[config.mk]
export PLATFORM = sky130hd
export DESIGN_NAME = alu8_status
export DESIGN_NICKNAME = d
export VERILOG_FILES = /design/src/rtl/alu8_pkg.sv /design/src/rtl/alu8_addsub.sv /design/src/rtl/alu8_bitops.sv /design/src/rtl/alu8_status.sv
export SDC_FILE = /design/constraint.sdc
export NUM_CORES = 1
export LEC_CHECK = 0
export ABC_AREA = 1
export CAP_MARGIN = 20
export CORE_UTILIZATION = 45
export CTS_CLUSTER_DIAMETER = 50
export DETAILED_ROUTE_END_ITERATION = 12
export PLACE_DENSITY = 0.75
export SYNTH_ARGS = -nofsm -noshare
export SYNTH_HDL_FRONTEND = slang
export SYNTH_HIERARCHICAL = 1
export SYNTH_SLANG_ARGS = --single-unit
[constraint.sdc]
create_clock -name clk -period 5.2 [get_ports clk]
set_clock_uncertainty 0.1 [all_clocks]
set_input_delay 0.52 -clock clk [delete_from_list [all_inputs] [get_ports clk]]
set_output_delay 0.52 -clock clk [all_outputs]
set_load 0.03 [all_outputs]
[src/rtl/alu8_pkg.sv]
// Shared operation codes and flag positions for the byte ALU.
// Assumes an 8-bit status byte with bits 7:6 unused.
package alu8_pkg;
    localparam int FLG_C = 0;
    localparam int FLG_Z = 1;
    localparam int FLG_N = 2;
    localparam int FLG_V = 3;
    localparam int FLG_S = 4;
    localparam int FLG_H = 5;
    localparam int SR_W  = 8;

    // Two-operand codes: bits 3:1 pick the class, bit 0 is the chain bit
    // (set = chained for add, clear = chained for subtract/compare).
    localparam logic [4:0] OP_ADD  = 5'b00000;
    localparam logic [4:0] OP_ADC  = 5'b00001;
    localparam logic [4:0] OP_SBC  = 5'b00010;
    localparam logic [4:0] OP_SUB  = 5'b00011;
    localparam logic [4:0] OP_CPC  = 5'b00100;
    localparam logic [4:0] OP_CP   = 5'b00101;
    localparam logic [4:0] OP_AND  = 5'b00110;
    localparam logic [4:0] OP_OR   = 5'b00111;
    localparam logic [4:0] OP_XOR  = 5'b01000;
    // Single-operand codes: 10 plus a 3-bit function field; DEC sits apart.
    localparam logic [4:0] OP_COM  = 5'b10000;
    localparam logic [4:0] OP_NEG  = 5'b10001;
    localparam logic [4:0] OP_SWAP = 5'b10010;
    localparam logic [4:0] OP_INC  = 5'b10011;
    localparam logic [4:0] OP_ASR  = 5'b10101;
    localparam logic [4:0] OP_LSR  = 5'b10110;
    localparam logic [4:0] OP_ROR  = 5'b10111;
    localparam logic [4:0] OP_DEC  = 5'b11010;
endpackage

[src/rtl/alu8_addsub.sv]
// Shared adder for add, subtract, negate, increment and decrement.
// In subtract mode y is inverted and cin acts as a borrow; the C and H
// outputs then report borrows instead of carries. Purely combinational.
module alu8_addsub #(
    parameter int DW = 8
) (
    input  logic [DW-1:0] x,
    input  logic [DW-1:0] y,
    input  logic          sub,
    input  logic          ci,
    output logic [DW-1:0] sum,
    output logic          c_flag,
    output logic          h_flag,
    output logic          v_flag
);
    localparam int HW = DW / 2;

    logic [DW-1:0] y_eff;
    logic          c0;
    logic [HW:0]   lo;
    logic [DW-HW:0] hi;

    // Split the sum at the nibble boundary to expose the half carry.
    always_comb begin
        y_eff  = sub ? ~y : y;
        c0     = sub ? ~ci : ci;
        lo     = {1'b0, x[HW-1:0]} + {1'b0, y_eff[HW-1:0]} + {{HW{1'b0}}, c0};
        hi     = {1'b0, x[DW-1:HW]} + {1'b0, y_eff[DW-1:HW]} + {{(DW-HW){1'b0}}, lo[HW]};
        sum    = {hi[DW-HW-1:0], lo[HW-1:0]};
        c_flag = sub ? ~hi[DW-HW] : hi[DW-HW];
        h_flag = sub ? ~lo[HW] : lo[HW];
        v_flag = (x[DW-1] == y_eff[DW-1]) && (sum[DW-1] != x[DW-1]);
    end
endmodule

[src/rtl/alu8_bitops.sv]
// Non-arithmetic results: AND/OR/XOR, complement, nibble swap, right shifts.
// Codes it does not own yield zero; the top selects between units.
module alu8_bitops
    import alu8_pkg::*;
#(
    parameter int DW = 8
) (
    input  logic [4:0]    op,
    input  logic [DW-1:0] a,
    input  logic [DW-1:0] b,
    input  logic          ci,
    output logic [DW-1:0] res
);
    localparam int HW = DW / 2;

    // Select the bitwise or shift result for the current code.
    always_comb begin
        unique case (op)
            OP_AND:  res = a & b;
            OP_OR:   res = a | b;
            OP_XOR:  res = a ^ b;
            OP_COM:  res = ~a;
            OP_SWAP: res = {a[HW-1:0], a[DW-1:HW]};
            OP_ASR:  res = {a[DW-1], a[DW-1:1]};
            OP_LSR:  res = {1'b0, a[DW-1:1]};
            OP_ROR:  res = {ci, a[DW-1:1]};
            default: res = '0;
        endcase
    end
endmodule

[src/rtl/alu8_status.sv]
// Byte ALU top: routes operands to the adder or bit unit, forms the next
// flag byte per operation class and registers it when we is high.
// Assumes the caller supplies the carry/borrow input on cin.
module alu8_status
    import alu8_pkg::*;
#(
    parameter int DW = 8
) (
    input  logic          clk,
    input  logic          rst_n,
    input  logic          we,
    input  logic [4:0]    op,
    input  logic [DW-1:0] opa,
    input  logic [DW-1:0] opb,
    input  logic          cin,
    output logic [DW-1:0] result,
    output logic          wb_valid,
    output logic [SR_W-1:0] status
);
    logic [DW-1:0]   ax, ay, asum, bres;
    logic            asub, aci, ac, ah, av;
    logic [SR_W-1:0] status_q, status_d;
    logic            wr_res, is_cmp, chain_sub;
    logic            rz, rn;

    // Pick adder operands for the arithmetic codes.
    always_comb begin
        ax = opa; ay = opb; asub = 1'b0; aci = 1'b0;
        chain_sub = (op == OP_SBC) || (op == OP_CPC);
        unique case (op)
            OP_ADD, OP_ADC:                 aci = op[0] & cin;
            OP_SUB, OP_SBC, OP_CP, OP_CPC: begin asub = 1'b1; aci = ~op[0] & cin; end
            OP_NEG:  begin ax = '0; ay = opa; asub = 1'b1; end
            OP_INC:  ay = DW'(1);
            OP_DEC:  begin ay = DW'(1); asub = 1'b1; end
            default: ;
        endcase
    end

    alu8_addsub #(.DW(DW)) u_addsub (
        .x(ax), .y(ay), .sub(asub), .ci(aci),
        .sum(asum), .c_flag(ac), .h_flag(ah), .v_flag(av)
    );

    alu8_bitops #(.DW(DW)) u_bitops (
        .op(op), .a(opa), .b(opb), .ci(cin), .res(bres)
    );

    // Choose the result and build the next flag byte by operation class.
    always_comb begin
        status_d = status_q;
        wr_res   = 1'b0;
        is_cmp   = 1'b0;
        unique case (op)
            OP_ADD, OP_ADC, OP_SUB, OP_SBC, OP_CP, OP_CPC, OP_NEG,
            OP_INC, OP_DEC: result = asum;
            default:        result = bres;
        endcase
        rz = (result == '0);
        rn = result[DW-1];
        unique case (op)
            OP_ADD, OP_ADC, OP_SUB, OP_SBC, OP_CP, OP_CPC, OP_NEG: begin
                is_cmp = (op == OP_CP) || (op == OP_CPC);
                wr_res = !is_cmp;
                status_d[FLG_C] = ac;
                status_d[FLG_H] = ah;
                status_d[FLG_V] = av;
                status_d[FLG_Z] = chain_sub ? (rz & status_q[FLG_Z]) : rz;
            end
            OP_AND, OP_OR, OP_XOR: begin
                wr_res = 1'b1;
                status_d[FLG_V] = 1'b0;
                status_d[FLG_Z] = rz;
            end
            OP_COM: begin
                wr_res = 1'b1;
                status_d[FLG_C] = 1'b1;
                status_d[FLG_V] = 1'b0;
                status_d[FLG_Z] = rz;
            end
            OP_INC, OP_DEC: begin
                wr_res = 1'b1;
                status_d[FLG_V] = av;
                status_d[FLG_Z] = rz;
            end
            OP_ASR, OP_LSR, OP_ROR: begin
                wr_res = 1'b1;
                status_d[FLG_C] = opa[0];
                status_d[FLG_V] = rn ^ opa[0];
                status_d[FLG_Z] = rz;
            end
            OP_SWAP: wr_res = 1'b1;
            default: ;
        endcase
        if (wr_res || is_cmp) begin
            if (op != OP_SWAP) begin
                status_d[FLG_N] = rn;
                status_d[FLG_S] = rn ^ status_d[FLG_V];
            end
        end
        status_d[SR_W-1:6] = '0;
    end

    // Flag register: cleared by reset, committed only under we.
    always_ff @(posedge clk) begin
        if (!rst_n)  status_q <= '0;
        else if (we) status_q <= status_d;
    end

    assign status   = status_q;
    assign wb_valid = we & wr_res;


    reset_clears_chk: assert property (@(posedge clk) !rst_n |=> status_q == '0);


    idle_hold_chk: assert property (@(posedge clk) disable iff (!rst_n)
        !we |=> $stable(status_q));


    chain_zero_chk: assert property (@(posedge clk) disable iff (!rst_n)
        (we && (op == OP_SBC || op == OP_CPC) && result != '0) |=> !status_q[FLG_Z]);


    logic_carry_chk: assert property (@(posedge clk) disable iff (!rst_n)
        (we && (op == OP_AND || op == OP_OR || op == OP_XOR))
        |=> status_q[FLG_C] == $past(status_q[FLG_C]));


    com_carry_chk: assert property (@(posedge clk) disable iff (!rst_n)
        (we && op == OP_COM) |=> status_q[FLG_C]);


    always_comb begin
        if (op == OP_CP || op == OP_CPC)
            cmp_no_wb_chk: assert (!wb_valid);
    end
endmodule

==> impl_results.md, run 1 <==
- Total leakage power: 1.77 nW
- Post-synth EDFFs: 0
- Pin count of the biggest net entering global routing: 19
- Unrepaired setup endpoints after global routing: no
- Synth top area share: 0.166
- Final Power: 0.459 mW
- Status: finished, final reports clean
- Antenna violations before repair: 0
- Most frequent cell after synthesis: nand2_1
- Starting Density: 0.477
- Detail Placement HPWL: 5.04 mm
- Worst EP required: 4.58 ns
- DR vias/cell: 5.00
- Cell area after synthesis: 2310 sq um
- Reg-to-Reg End: status[4]
- Async SR Flop Fraction: 0
- GPL Wtd Cong: 0.934
- Mapped Cells: 416
- M1 GR Usage: 0.322
- Routed len/inst: 11.3 um
- Max VDD drop: 0.000187 V
- Pwr Density: 152 nW/um^2
- Syn Area/Cell: 5.56 sq um
- Synth cell count leaders: 102 x nand2_1, 85 x inv_1, 47 x nor2_1
- RR Startpoint: status[3]
- CP Max Fanout: 4
- WP data arrival: 4.26 ns
- Min-delay src: status[2]
- First drt pass iteration count: 5
- Seq cells post-synth: 6
- DR vias: 2746
- Clock sinks: 6
- Max_cap viols: 0
- Max reg flops: 6
- DIE HEIGHT: 73.7 um
- Worst-path clk slew: 0.03 ns
- Post-synthesis sequential area ratio: 0.0519
- Minimum clock period: 4.88 ns
- Area Overhead vs Synth: 30.5%
- Cell Area, Placed: 2970 sq um
- CTS max path bufs: 2
- Io pins: 42
- Hold/Removal Path Class: register to register
- Routed wire length: 6.21 mm
- Antenna Nets Post-Route: 0
- Worst r2r path cells: 8
- Vias in the first global route: 2463
- Slew Limit Fails: 0
- # setup viols final: 0
- Proportion of layout cells with a drive suffix above 1: 0.164
- Post-CTS sizing: 1
- CP Launch Type: input pin
- Fillers: 488
- Overall routing resource usage: 0.242
- Synth Warn #: 6
- Fmax: 205 MHz
- CTS Buf Count: 3
- Most Crowded Layer GR: met2
- H-tree depth: 1
- Die area: 5430 sq um
- Clk_lat worst skew: 0.22 ns
- Kind of critical path: input pin to primary output
- Placed cells: 546
- Cell taking the most area after synthesis: nand2_1
- Hold Crit Depth: 2
- # rows: 25
- Nets: 535
- M3 GR Usage: 0.0165
- CORE AREA: 4850 sq um
- CTS tree: built
- I/O Buffers: 39
- Primary FF master, synth: dfxtp_1
- Fin crit share: 0.938
- Top cells by area, synth: nand2_1 17%, inv_1 14%, ha_1 12%
- Non-Filler Instances: 549
- Tightest Pin Transition: 0.985 ns
- Die X: 73.7 um
- First-pass GRT wire length: 10.6 mm
- Synth cell types: 31
- Final instance area: 3020 sq um
- Fin Hold WS: 0.408 ns
- Met2 Usage GRT: 0.434
- Post-CTS Setup Inserts: 0
- CTS root buf: clkbuf_8
- Slew headroom: 0.341
- Reg2reg setup slack: 4.11 ns
- Total grt overflow: 0
- # hold bufs at CTS: 0
- Ant. Diodes: 0
- DRC violation count after routing: 0
- Final hold vios: 0
- Worst setup EP type: primary output
- Hold Crit Endpoint: status[2]
- DR iter-0 viols: 258
-- where the power goes --
group          switching, mW  leakage, nW  internal [mW]
Clock                 0.0208       0.0216         0.0498
Combinational          0.198         1.70          0.137
Sequential           0.00248       0.0492         0.0505
-- layer usage --
metal / up-vias / wire (um)
li1: 1426 / -
met1: 1226 / 2850
met2: 90 / 3010
met3: 4 / 317
met4: 0 / 32
met5: - / 0
-- cells by family after synthesis --
family          share of synthesized area
fa+ha+maj                           0.154
simple gates                        0.477
buf+inv                             0.186
compound gates                     0.0844
other cells                       0.00162
xor+xnor                           0.0455
flops                              0.0520
-- metrics by stage --
step	setup slack, ns	TNS [ns]	utilization
6_report	0.323	0	0.622
5_1_grt	0.0481	0	0.622
4_1_cts	0.0417	0	0.620
3_5_place_dp	-0.193	-0.193	0.612
3_3_place_gp	-0.0768	-0.0768	0.612
2_1_floorplan	0.902	0	-
-- how the worst max path moves through the flow --
| stage | start | endpoint | slack, ns |
|---|---|---|---|
| global placement | op[4] | result[5] | -0.08 |
| floorplan | op[3] | result[6] | 0.90 |
| finish | op[0] | result[5] | 0.32 |
| global route | op[0] | result[5] | 0.05 |
| detailed placement | op[2] | result[5] | -0.19 |
| CTS | op[2] | result[5] | 0.04 |
-- worst max-delay path, stage by stage --
cell             delay (ns)
clkdlybuf4s50_1        0.52
inv_2                  0.06
nor2_2                 0.14
nand3_2                0.13
buf_4                  0.17
o211ai_1               0.18
xnor2_1                0.12
fa_2                   0.39
fa_1                   0.39
nand3b_1               0.17
nand2_1                0.08
inv_1                  0.06
fa_1                   0.39
inv_1                  0.10
fa_1                   0.41
inv_1                  0.06
nand2_1                0.06
o21ai_2                0.07
inv_1                  0.05
clkbuf_2               0.17
-- final cells by class --
| class | instances | area [sq um] | area share |
|---|---|---|---|
| Clock buffer | 3 | 41.3 | 0.0137 |
| Tap cell | 67 | 83.8 | 0.0278 |
| Sequential cell | 6 | 120 | 0.0398 |
| Inverter | 92 | 345 | 0.114 |
| Timing Repair Buffer | 73 | 656 | 0.217 |
| Multi-Input combinational cell | 308 | 1770 | 0.587 |
-- cells in the final DEF, fill, tap and decap left out --
master / synthesis / routed
fa_1: 4 / 3
nand3_2: 5 / 5
fa_2: 0 / 1
a21oi_1: 3 / 3
buf_12: 0 / 1
clkdlybuf4s50_1: 0 / 31
o211ai_1: 1 / 1
inv_2: 7 / 7
xnor2_1: 5 / 5
xor2_1: 7 / 7
inv_1: 85 / 85
clkbuf_8: 0 / 3
o21ai_0: 16 / 16
nand3b_1: 2 / 2
nor2_2: 8 / 9
dfxtp_1: 6 / 6
nand4_1: 21 / 21
nand2_1: 102 / 102
conb_1: 1 / 2
nand3_1: 39 / 39
nand2_2: 4 / 4
clkbuf_2: 0 / 1
nor2_4: 5 / 5
a41oi_1: 2 / 2
o21ai_2: 5 / 5
nor2_1: 47 / 46
o21ai_1: 3 / 3
o21bai_1: 1 / 1
buf_4: 2 / 36
nor3_1: 2 / 2
dlymetal6s2s_1: 0 / 4
nand2_4: 1 / 1
ha_1: 22 / 22
a21oi_2: 1 / 1
(Power assumes the default switching activity.)
==> run 2, diff against run 1 <==
--- a/config.mk
+++ b/config.mk
@@ -10,7 +10,7 @@
 export CORE_UTILIZATION = 45
 export CTS_CLUSTER_DIAMETER = 50
 export DETAILED_ROUTE_END_ITERATION = 12
-export PLACE_DENSITY = 0.75
+export PLACE_DENSITY = 0.7
 export SYNTH_ARGS = -nofsm -noshare
 export SYNTH_HDL_FRONTEND = slang
 export SYNTH_HIERARCHICAL = 1
==> run 2 against run 1 <==
  * Die area is the same
  * Core utilization shrank 1.0 points
  * Clock power shrank 3.7%
  * Non-clock buffer count shrank 3
  * Register-to-register slack lost 0.02 ns
  * Cell area shrank 1.6%
  * Sequential share of layout area grew 0.065 points
  * Power shrank 0.33%
  * Combinational power is essentially flat
==> impl_results.md, run 2 (synthesis gave the netlist of run 1 again) <==
- Status: finished, final reports clean
- Total grt overflow: 0
- Unrepaired setup endpoints after global routing: no
- Max VDD drop: 0.000199 V
- Post-CTS sizing: 4
- Vias in the first global route: 2444
- Fmax: 202 MHz
- Pin count of the biggest net entering global routing: 19
- CP Max Fanout: 6
- # setup viols final: 0
- Minimum clock period: 4.95 ns
- First drt pass iteration count: 4
- I/O Buffers: 39
- Max_cap viols: 0
- Worst EP required: 4.58 ns
- DR vias: 2687
- Slew headroom: 0.620
- DIE HEIGHT: 73.7 um
- Clock sinks: 6
- GPL Wtd Cong: 0.863
- Pwr Density: 154 nW/um^2
- Antenna violations before repair: 0
- CP Launch Type: input pin
- Slew Limit Fails: 0
- Proportion of layout cells with a drive suffix above 1: 0.159
- Die X: 73.7 um
- Worst setup EP type: primary output
- CORE AREA: 4850 sq um
- # hold bufs at CTS: 0
- CTS root buf: clkbuf_8
- Kind of critical path: input pin to primary output
- Hold/Removal Path Class: register to register
- First-pass GRT wire length: 10.4 mm
- DR iter-0 viols: 154
- Pre-CTS setup slack: -0.249 ns
- Cell Area, Placed: 2930 sq um
- H-tree depth: 1
- Final worst slack: 0.247 ns
- Die area: 5430 sq um
- Most common cell after layout, fill and taps aside: nand2_1
- DR vias/cell: 4.92
- CTS Buf Count: 3
- Total leakage power: 1.72 nW
- Io pins: 42
- Overall routing resource usage: 0.241
- Ant. Diodes: 0
- Post-CTS Setup Inserts: 0
- Max reg flops: 6
- Routed wire length: 6.23 mm
- Routed len/inst: 11.4 um
- CTS max path bufs: 2
- Fin crit share: 0.952
- Final hold vios: 0
- Area Overhead vs Synth: 28.4%
- Clk_lat worst skew: 0.22 ns
- Final instance area: 2970 sq um
- DRC violation count after routing: 0
- WP data arrival: 4.33 ns
- Antenna Nets Post-Route: 0
- Starting Density: 0.477
- Tightest Pin Transition: 0.568 ns
- Most frequent cells in the layout: 102 x nand2_1, 85 x inv_1, 46 x nor2_1
- Detail Placement HPWL: 5.08 mm
- Nets: 532
- Worst-path clk slew: 0.03 ns
- # rows: 25
- CTS tree: built
==> run 2: per-layer routing <==
layer,track usage,up-vias,share of wire
li1,-,1421,-
met1,0.296,1178,0.44
met2,0.452,80,0.49
met3,0.0206,8,0.046
met4,0.0534,0,0.019
met5,0,-,0
==> run 2: path summary, 6_finish.rpt <==
| path | start | endpoint | slack (ns) | cells past startpoint |
|---|---|---|---|---|
| max | op[4] | result[5] | 0.25 | 21 |
| min | status[2] | status[2] | 0.41 | 2 |
| max reg2reg | status[3] | status[4] | 4.09 | 8 |
| min reg2reg | status[2] | status[2] | 0.41 | 2 |
==> run 2: power by group <==
group / switching, mW / internal [mW]
Clock: 0.0185 / 0.0496
Combinational: 0.200 / 0.137
Sequential: 0.00205 / 0.0506
Total: 0.220 / 0.237
==> run 2: cell type report <==
cell class                      count  area [sq um]
Multi-Input combinational cell    308          1770
Timing Repair Buffer               70           607
Inverter                           92           345
Tap cell                           67          83.8
Fill cell                         514          1880
Sequential cell                     6           120
Clock buffer                        3          41.3
==> run 2: worst max-delay path: stages <==
cell and delay [ns]:
clkdlybuf4s50_1 0.62, buf_4 0.18, nand3_1 0.12, nand2_2 0.10
nor2_2 0.04, nand2_1 0.05, o211ai_1 0.10, xnor2_1 0.17
fa_2 0.40, fa_1 0.41, nand3b_1 0.17, nand2_1 0.08
inv_1 0.06, fa_1 0.39, inv_1 0.10, fa_1 0.41
inv_1 0.06, nand2_1 0.06, o21ai_2 0.07, inv_1 0.05
clkbuf_2 0.17
==> run 2: stage by stage <==
step / std cells / power, mW / hold slack (ns) / util / setup TNS, ns
finish: 546 / 0.457 / 0.407 / 0.612 / 0
global route: 546 / 0.504 / 0.431 / 0.612 / 0
global placement: 543 / 0.384 / 0.400 / 0.605 / -0.120
floorplan: 417 / 0.273 / 0.518 / - / 0
CTS: 546 / 0.459 / 0.411 / 0.612 / 0
detailed placement: 543 / 0.390 / 0.403 / 0.605 / -0.249
